[config.mk]
export PLATFORM = sky130hd
export DESIGN_NAME = sctl_port
export DESIGN_NICKNAME = d
export VERILOG_FILES = /design/src/rtl/sctl_pkg.sv /design/src/rtl/sctl_sync.sv /design/src/rtl/sctl_frame.sv /design/src/rtl/sctl_regbank.sv /design/src/rtl/sctl_port.sv
export SDC_FILE = /design/constraint.sdc
export NUM_CORES = 1
export LEC_CHECK = 0
export BUFFER_PORTS_ARGS = -buffer_cell sky130_fd_sc_hd__clkbuf_2
export CAP_MARGIN = 20
export CORE_AREA = 4 4 78 80
export CTS_BUF_LIST = sky130_fd_sc_hd__clkbuf_8
export DETAILED_ROUTE_END_ITERATION = 10
export DIE_AREA = 0 0 82 84
export PLACE_DENSITY = 0.68
export SYNTH_ARGS = -nofsm -noshare
export SYNTH_HDL_FRONTEND = slang
export SYNTH_SLANG_ARGS = --single-unit
[constraint.sdc]
create_clock -name clk -period 2.19 [get_ports clk]
set_input_delay 0.3285 -clock clk [delete_from_list [all_inputs] [get_ports clk]]
set_output_delay 0.3285 -clock clk [all_outputs]
set_load 0.05 [all_outputs]
[src/rtl/sctl_pkg.sv]
package sctl_pkg;

  localparam int ADDR_W   = 5;
  localparam int RD_W     = 7;
  localparam int WR_W     = 8;
  localparam int HDR_BITS = 8;
  localparam int FIXED0_BIT = 5;

  typedef struct packed {
    logic       hit;
    logic       status;
    logic [1:0] ch;
  } sctl_dec_t;

  // Channel c: control at 8*c+6, status at 8*c+7
  function automatic sctl_dec_t sctl_decode(input logic [ADDR_W-1:0] a, input int nch);
    sctl_dec_t d;
    d.status = a[0];
    d.ch     = a[4:3];
    d.hit    = (a[2:1] == 2'b11) && (int'(a[4:3]) < nch);
    return d;
  endfunction

endpackage

[src/rtl/sctl_sync.sv]
module sctl_sync #(
  parameter int W = 1,
  parameter logic [W-1:0] RST = '0
) (
  input  logic         clk,
  input  logic         rst,
  input  logic [W-1:0] d,
  output logic [W-1:0] q
);
  logic [W-1:0] meta;

  always_ff @(posedge clk) begin
    if (rst) begin
      meta <= RST;
      q    <= RST;
    end else begin
      meta <= d;
      q    <= meta;
    end
  end
endmodule

[src/rtl/sctl_frame.sv]
module sctl_frame
  import sctl_pkg::*;
(
  input  logic              clk,
  input  logic              rst,
  input  logic              cs_n_s,
  input  logic              sclk_s,
  input  logic              sdi_s,
  input  logic [RD_W-1:0]   rd_word,
  output logic [ADDR_W-1:0] addr,
  output logic [RD_W-1:0]   wr_data,
  output logic              wr_stb,
  output logic              sdo,
  output logic              sdo_oe
);
  localparam int LAST  = HDR_BITS + WR_W;
  localparam int CNT_W = $clog2(LAST + 1);

  logic              sclk_d, rise, fall;
  logic [CNT_W-1:0]  cnt;
  logic              rw_q, a5_q;
  logic [ADDR_W-1:0] addr_q;
  logic [WR_W-1:0]   wsh;
  logic [RD_W-1:0]   rsh;

  assign rise = sclk_s & ~sclk_d & ~cs_n_s;
  assign fall = ~sclk_s & sclk_d & ~cs_n_s;

  always_ff @(posedge clk) begin
    if (rst) begin
      sclk_d <= 1'b0;
      cnt    <= '0;
      rw_q   <= 1'b0;
      a5_q   <= 1'b0;
      addr_q <= '0;
      wsh    <= '0;
      rsh    <= '0;
      sdo    <= 1'b0;
      sdo_oe <= 1'b0;
      wr_stb <= 1'b0;
    end else begin
      sclk_d <= sclk_s;
      wr_stb <= 1'b0;
      if (cs_n_s) begin
        cnt    <= '0;
        sdo_oe <= 1'b0;
        sdo    <= 1'b0;
      end else begin
        if (rise) begin
          if (cnt != CNT_W'(LAST)) cnt <= cnt + 1'b1;
          if (cnt == '0) begin
            rw_q <= sdi_s;
          end else if (cnt <= CNT_W'(ADDR_W)) begin
            addr_q <= {sdi_s, addr_q[ADDR_W-1:1]};
          end else if (cnt == CNT_W'(ADDR_W + 1)) begin
            a5_q <= sdi_s;
          end else if (cnt >= CNT_W'(HDR_BITS) && cnt < CNT_W'(LAST)) begin
            wsh <= {sdi_s, wsh[WR_W-1:1]};
            if (cnt == CNT_W'(LAST - 1) && !rw_q && !a5_q) wr_stb <= 1'b1;
          end
        end
        if (fall && cnt >= CNT_W'(HDR_BITS) && rw_q && !a5_q) begin
          if (!sdo_oe) begin
            sdo_oe <= 1'b1;
            sdo    <= rd_word[0];
            rsh    <= rd_word >> 1;
          end else begin
            sdo    <= rsh[0];
            rsh    <= rsh >> 1;
          end
        end
      end
    end
  end

  assign addr    = addr_q;
  assign wr_data = wsh[RD_W-1:0];

  assert_sdo_off_idle_R8: assert property (@(posedge clk) disable iff (rst)
    cs_n_s |=> !sdo_oe);
  assert_oe_on_fall_R4: assert property (@(posedge clk) disable iff (rst)
    $rose(sdo_oe) |-> $past(fall));
  assert_stb_full_frame_R3: assert property (@(posedge clk) disable iff (rst)
    wr_stb |-> (cnt == CNT_W'(LAST)) && !rw_q);
  assert_a5_silent_R7: assert property (@(posedge clk) disable iff (rst)
    sdo_oe |-> !a5_q);
endmodule

[src/rtl/sctl_regbank.sv]
module sctl_regbank
  import sctl_pkg::*;
#(
  parameter int NCH = 3
) (
  input  logic              clk,
  input  logic              rst,
  input  logic [ADDR_W-1:0] addr,
  input  logic              wr_stb,
  input  logic [RD_W-1:0]   wr_data,
  input  logic [NCH-1:0]    loss_in,
  output logic [RD_W-1:0]   rd_word,
  output logic [NCH*RD_W-1:0] ctl_flat
);
  localparam logic [RD_W-1:0] WMASK = ~(RD_W'(1) << FIXED0_BIT);

  sctl_dec_t      dec;
  logic [NCH-1:0] loss_s;

  assign dec = sctl_decode(addr, NCH);

  sctl_sync #(.W(NCH), .RST('0)) u_loss_sync (
    .clk(clk), .rst(rst), .d(loss_in), .q(loss_s)
  );

  for (genvar c = 0; c < NCH; c++) begin : g_ch
    logic [RD_W-1:0] ctl_q;
    always_ff @(posedge clk) begin
      if (rst) ctl_q <= '0;
      else if (wr_stb && dec.hit && !dec.status && int'(dec.ch) == c)
        ctl_q <= wr_data & WMASK;
    end
    assign ctl_flat[c*RD_W +: RD_W] = ctl_q;
  end

  always_comb begin
    rd_word = '0;
    for (int c = 0; c < NCH; c++) begin
      if (dec.hit && int'(dec.ch) == c)
        rd_word = dec.status ? RD_W'(loss_s[c]) : ctl_flat[c*RD_W +: RD_W];
    end
  end

  assert_ctl_hold_R6: assert property (@(posedge clk) disable iff (rst)
    !wr_stb |=> $stable(ctl_flat));
endmodule

[src/rtl/sctl_port.sv]
module sctl_port
  import sctl_pkg::*;
#(
  parameter int NCH = 3
) (
  input  logic           clk,
  input  logic           rst,
  input  logic           cs_n,
  input  logic           sclk,
  input  logic           sdi,
  input  logic [NCH-1:0] loss_in,
  output logic           sdo,
  output logic           sdo_oe,
  output logic [NCH-1:0] fifo_sel,
  output logic [NCH-1:0] clk_edge_sel,
  output logic [NCH-1:0] bw_sel,
  output logic [NCH-1:0] ja_bypass,
  output logic [NCH-1:0] e3_sel,
  output logic [NCH-1:0] sts1_sel
);
  logic [2:0]          pins_s;
  logic [ADDR_W-1:0]   addr;
  logic [RD_W-1:0]     wr_data, rd_word;
  logic                wr_stb;
  logic [NCH*RD_W-1:0] ctl_flat;

  sctl_sync #(.W(3), .RST(3'b100)) u_pin_sync (
    .clk(clk), .rst(rst), .d({cs_n, sclk, sdi}), .q(pins_s)
  );

  sctl_frame u_frame (
    .clk(clk), .rst(rst),
    .cs_n_s(pins_s[2]), .sclk_s(pins_s[1]), .sdi_s(pins_s[0]),
    .rd_word(rd_word), .addr(addr), .wr_data(wr_data), .wr_stb(wr_stb),
    .sdo(sdo), .sdo_oe(sdo_oe)
  );

  sctl_regbank #(.NCH(NCH)) u_regs (
    .clk(clk), .rst(rst), .addr(addr), .wr_stb(wr_stb), .wr_data(wr_data),
    .loss_in(loss_in), .rd_word(rd_word), .ctl_flat(ctl_flat)
  );

  for (genvar c = 0; c < NCH; c++) begin : g_out
    assign fifo_sel[c]     = ctl_flat[c*RD_W + 0];
    assign clk_edge_sel[c] = ctl_flat[c*RD_W + 1];
    assign bw_sel[c]       = ctl_flat[c*RD_W + 2];
    assign ja_bypass[c]    = ctl_flat[c*RD_W + 3];
    assign e3_sel[c]       = ctl_flat[c*RD_W + 4];
    assign sts1_sel[c]     = ctl_flat[c*RD_W + 6];
  end

  assert_reset_quiet_R1: assert property (@(posedge clk)
    $past(rst) |-> !sdo_oe && ctl_flat == '0);
endmodule

==> metrics.yaml, run 1 <==
yosys:
  synth_edf_count: 0
  synth.area.top_cells: "dfxtp_1 47%, mux2i_1 11%, nor2_1 5.3%"
  ys.flop_type: "dfxtp_1"
  synth_warnings: 0
  async_flop_share: 0
  yosys.area.top_type_share: 0.473
  ys_seq_area_frac: 0.473
  postSynthCellCount: 260
  synth_largest_area_cell: "dfxtp_1"
  syn_avg_cell_area_um2: 9.76
  synth.distinct_cells: 48
  syn_area_um2: 2540
  ys_seq_elements: 60
  synth_nets: 273
detailed_routing:
  drt-total-wl_mm: 5.21
  drc_errors: 0
  firstDrtPassIters: 4
  vias: 1893
  drt_iter0_drc: 50
  viasPerCell: 5.19
  ant_nets: 0
  wl_per_cell_um: 14.3
worst_setup_path:
  slowest_delay_ps: 630
  cpMaxStageDelayCell: "dfxtp_1"
  worstPathMaxFanout: 15
  cp.arrival_ps: 1920
  critPathCaptureType: "register"
  start_kind: "register"
  cp-startpoint: "u_frame.cnt[3]$_SDFFE_PP0P_"
  r2r_start: "u_frame.cnt[3]$_SDFFE_PP0P_"
  crit_required_ps: 2390
  cp_cell_sequence: "o211ai_2 -> or4_1 -> a21oi_1 -> a211oi_1"
  worstSetupPathType: "reg2reg"
placement:
  place.detailed.hpwl_mm: 3.71
  dp_slack_ps: 480
  place.gp.congestion: 0.825
  io_buffer_count: 27
finish:
  layout.nets: 301
  final_common_cell: "dfxtp_1"
  layout_common_cells: "60 x dfxtp_1, 36 x nor2_1, 27 x mux2i_1, 27 x clkbuf_2"
  area_growth_pct: 15.0
  drive_above_1_share: 0.208
  n_fill_cell: 502
  multiInputGateArea_um2: 1260
  n_antenna_cell: 0
  seq_area_um2: 1200
sta:
  max_freq_mhz: 582
  setup_viol: 0
  worstMarginPinSlew_ps: 688
  hold_violations: 0
  finalWorstSetupSlack_ps: 472
  fin_crit_ps: 1720
  rsz0062_at_grt: "false"
  finClkSkew_ps: 8.20
  slew_headroom: 0.538
  tns_ps: 0
  finalCritPeriodShare: 0.784
  slew_violations: 0
die:
  core_area_um2: 5410
  die_height_um: 84
  rows: 27
  dieArea_um2: 6890
  start_util: 0.470
  dieWidth_um: 82
  pin_count: 28
clock_network:
  post_cts_buffers: 0
  cts_made_buffers: 9
  htreeDepth: 3
  cts-root-buf: "clkbuf_8"
  clk_latency_ps: 340
  ctsResizeCount: 0
  cts_sinks: 60
  cts_tree: "done"
  clk_transition_reported_paths_ps: 70
  cts.path.max_buffers: 2
  hold_buffers: 0
pwr:
  power.density_nw_per_um2: 704
  ir_worst_vdd_mv: 0.573
  leakagePower_nw: 1.03
  power.total_mw: 2.05
global_route:
  track_usage: 0.171
  grt_pass1_wl_mm: 8.92
  overflow: 0
  grt_pass1_vias: 1905
  grt_max_degree: 54
  grt_antenna_before_repair: 0
worst_hold_path:
  worstHoldStart: "cs_n"
  hp-class: "in2reg"
status:
  status: "completed"
job:
  maxCapViolCount: 0
## stage by stage
stage | utilization | instances | cell area [um^2] | hold slack (ps)
after global placement | 0.506 | 349 | 2730 | 391
after floorplan | - | 260 | 2540 | 389
after global routing | 0.540 | 365 | 2920 | 155
final | 0.540 | 365 | 2920 | 166
after CTS | 0.540 | 365 | 2920 | 146
after detailed placement | 0.506 | 349 | 2730 | 399
## worst paths after layout
path                                                      end  slack (ps)  depth (start not counted)
worst max-delay path              u_frame.rsh[0]$_SDFFE_PP0P_         470                          4
worst min-delay path            u_pin_sync.meta[2]$_SDFF_PP1_         170                          2
worst max register to register    u_frame.rsh[0]$_SDFFE_PP0P_         470                          4
worst min register to register     u_pin_sync.q[2]$_SDFF_PP1_         410                          1
## cell usage after synthesis (2+ instances only)
master / count
nand2_1: 16
mux2i_1: 27
nand3_1: 11
nor3_1: 2
and3_1: 2
inv_1: 4
nor2_1: 36
ha_1: 5
or2_2: 2
o211ai_1: 4
nand4b_1: 2
dfxtp_1: 60
buf_2: 5
a21oi_1: 16
o2111ai_1: 2
nand2b_1: 7
o2bb2ai_1: 5
nor4_4: 2
nor2b_1: 12
clkbuf_1: 7
o21ai_0: 2
a211oi_1: 5
## sequential cells by signal, summed over array words and instances (netlist names)
| signal | cells |
|---|---|
| u_pin_sync.q | 3 |
| u_frame.rw_q | 1 |
| u_frame.a5_q | 1 |
| u_regs.u_loss_sync.meta | 3 |
| u_frame.sdo_oe | 1 |
| u_frame.rsh | 6 |
| u_regs.u_loss_sync.q | 3 |
| u_frame.wr_stb | 1 |
| u_frame.sclk_d | 1 |
| u_frame.wsh | 8 |
| u_frame.addr | 5 |
| u_frame.sdo | 1 |
| u_regs.g_ch.ctl_q | 18 |
| u_frame.cnt | 5 |
| u_pin_sync.meta | 3 |
## report_power, final
group	internal, mW	switching, mW	total [mW]
combinational	0.0155	0.0201	0.0356
clock	0.450	0.460	0.910
sequential	1.10	0.00628	1.11
## area by class of cell
cell class,instances,share of cell area
timing repair buffer,31,0.0566
multi-input combinational,182,0.432
tap,72,0.0309
inverter,4,0.00514
sequential,60,0.411
clock buffer,10,0.0471
clock inverter,6,0.0163
## cells by family after synthesis
family / Yosys count / synth area share
buffers and inverters: 18 / 0.0296
AO/OA/AOI/OAI: 41 / 0.110
flip-flops: 60 / 0.473
adder cells (fa/ha/maj): 5 / 0.0246
multiplexers: 28 / 0.111
AND/OR/NAND/NOR: 106 / 0.245
XOR/XNOR: 2 / 0.00690
## per-layer routing
| metal | wire length [um] | vias up | GRT usage |
|---|---|---|---|
| met1 | 2540 | 889 | 0.219 |
| met4 | 89 | 0 | 0.0710 |
| met2 | 2370 | 33 | 0.253 |
| li1 | - | 965 | - |
| met5 | 0 | - | 0 |
| met3 | 219 | 6 | 0.0680 |
## critical path, delay by kind of cell (launching register included)
family,cells,cell delay (ps)
AO/OA/AOI/OAI,3,420
flip-flops,1,630
AND/OR/NAND/NOR,1,530
No activity file was read; power rests on OpenSTA's default activity.
==> inputs of run 2 (changes only) <==
- clock period: 2.19 -> 1.7 ns (I/O delays scaled with it)
==> run 2 against run 1 <==
Against the previous run:
- utilization increased by 2.3 points
- register-to-register slack got worse by 400 ps
- setup slack got worse by 400 ps
- highest routed layer unchanged
==> metrics.yaml, run 2 (synthesis results as in run 1) <==
global_route:
  overflow: 0
  track_usage: 0.168
  grt_pass1_wl_mm: 8.82
  grt_pass1_vias: 1781
  grt_antenna_before_repair: 0
  grt_max_degree: 54
detailed_routing:
  drt_iter0_drc: 68
  drc_errors: 0
  wl_per_cell_um: 13.9
  viasPerCell: 5.11
  drt-total-wl_mm: 5.22
  vias: 1916
  firstDrtPassIters: 4
  ant_nets: 0
clock_network:
  clk_transition_reported_paths_ps: 60
  hold_buffers: 0
  cts.path.max_buffers: 2
  cts-root-buf: "clkbuf_8"
  cts_tree: "done"
  cts_sinks: 60
  htreeDepth: 3
  ctsResizeCount: 0
  post_cts_buffers: 0
  clk_latency_ps: 340
  cts_made_buffers: 9
sta:
  hold_violations: 0
  rsz0062_at_grt: "false"
  finalCritPeriodShare: 0.958
  slew_headroom: 0.649
  hold_ws_ps: 98.3
  fin_crit_ps: 1630
  worstMarginPinSlew_ps: 525
  finClkSkew_ps: 11.4
  setup_viol: 0
  max_freq_mhz: 614
  tns_ps: 0
  slew_violations: 0
finish:
  area_growth_pct: 19.9
  drive_above_1_share: 0.234
  top_register: "u_regs.g_ch.ctl_q"
  biggestRegsByFlops: "u_regs.g_ch.ctl_q (18), u_frame.wsh (8), u_frame.rsh (6)"
  largest_register_ff_count: 18
  n_antenna_cell: 0
  final_area_um2: 3040
  layout.nets: 311
  final_common_cell: "dfxtp_1"
  n_fill_cell: 504
  layout_common_cells: "59 x dfxtp_1, 36 x nor2_1, 27 x mux2i_1, 27 x clkbuf_2"
pwr:
  p_sw_mw: 0.602
  p_seq_frac: 0.491
  p_comb_frac: 0.016
  power.density_nw_per_um2: 955
  p_clk_frac: 0.493
  intPower_mw: 2.30
  ir_worst_vdd_mv: 0.638
  p_sw_frac: 0.207
  leakagePower_nw: 1.11
status:
  status: "completed"
worst_setup_path:
  cpMaxStageDelayCell: "or4b_1"
  start_kind: "register"
  cp_top_family: "simple AND/OR/NAND/NOR gates"
  slowest_delay_ps: 520
  crit_required_ps: 1950
  cp.arrival_ps: 1880
  worstPathMaxFanout: 6
  critPathCaptureType: "register"
  worstSetupPathType: "reg2reg"
  cp_cell_sequence: "inv_1 -> ha_1 -> nor3b_4 -> or4b_1 -> nor3_2"
  critPathBufInv: 1
placement:
  placed_area_um2: 2810
  place.gp.congestion: 0.798
  io_buffer_count: 27
  place.detailed.hpwl_mm: 3.69
job:
  maxCapViolCount: 0
die:
  pin_count: 28
  dieArea_um2: 6890
  start_util: 0.470
  dieWidth_um: 82
  die_height_um: 84
  rows: 27
  core_area_um2: 5410
worst_hold_path:
  hp-class: "in2reg"
[run 2: cell type report]
| type | count | area [um^2] | share of cell area |
|---|---|---|---|
| flip-flops and latches | 60 | 1200 | 0.395 |
| well taps | 72 | 90.1 | 0.0296 |
| clock buffers | 10 | 138 | 0.0452 |
| inverters | 4 | 15.0 | 0.00493 |
| clock inverters | 6 | 88.8 | 0.0292 |
| multi-input cells | 182 | 1270 | 0.417 |
| repair buffers | 41 | 240 | 0.0789 |
[run 2: power groups by stage]
stage,Sequential [mW],Combinational (mW),Clock (mW)
floorplan,1.46,0.0331,0
global placement,1.46,0.0465,0
detailed placement,1.46,0.0474,0
CTS,1.43,0.0475,1.46
global route,1.43,0.0525,1.54
finish,1.43,0.0466,1.43
[run 2: metal layers]
metal / global-route usage / wire length, um
met5: 0 / 0
met2: 0.233 / 2400
met4: 0.0816 / 71
met3: 0.0443 / 213
met1: 0.238 / 2540
[run 2: worst paths after layout]
check | start | to | slack, ps | cells past startpoint
max | u_frame.cnt[0]$_SDFFE_PP0P_ | u_frame.wr_stb$_SDFF_PP0_ | 70 | 5
min | cs_n | u_pin_sync.meta[2]$_SDFF_PP1_ | 100 | 2
max reg2reg | u_frame.cnt[0]$_SDFFE_PP0P_ | u_frame.wr_stb$_SDFF_PP0_ | 70 | 5
min reg2reg | u_pin_sync.meta[2]$_SDFF_PP1_ | u_pin_sync.q[2]$_SDFF_PP1_ | 410 | 1
[run 2: through the flow]
stage	cells	setup slack [ps]	power (mW)	utilization
floorplan	260	93.3	1.49	-
global placement	359	142	1.51	0.520
detailed placement	359	73.5	1.51	0.520
CTS	375	55.2	2.93	0.562
global route	375	3.84	3.02	0.563
finish	375	70.9	2.91	0.563
[run 2: worst register-to-register path, cell delays in order (launching register included)]
cell and delay [ps]:
dfxtp_1 430, inv_1 90, ha_1 200, nor3b_4 170, or4b_1 520, nor3_2 130
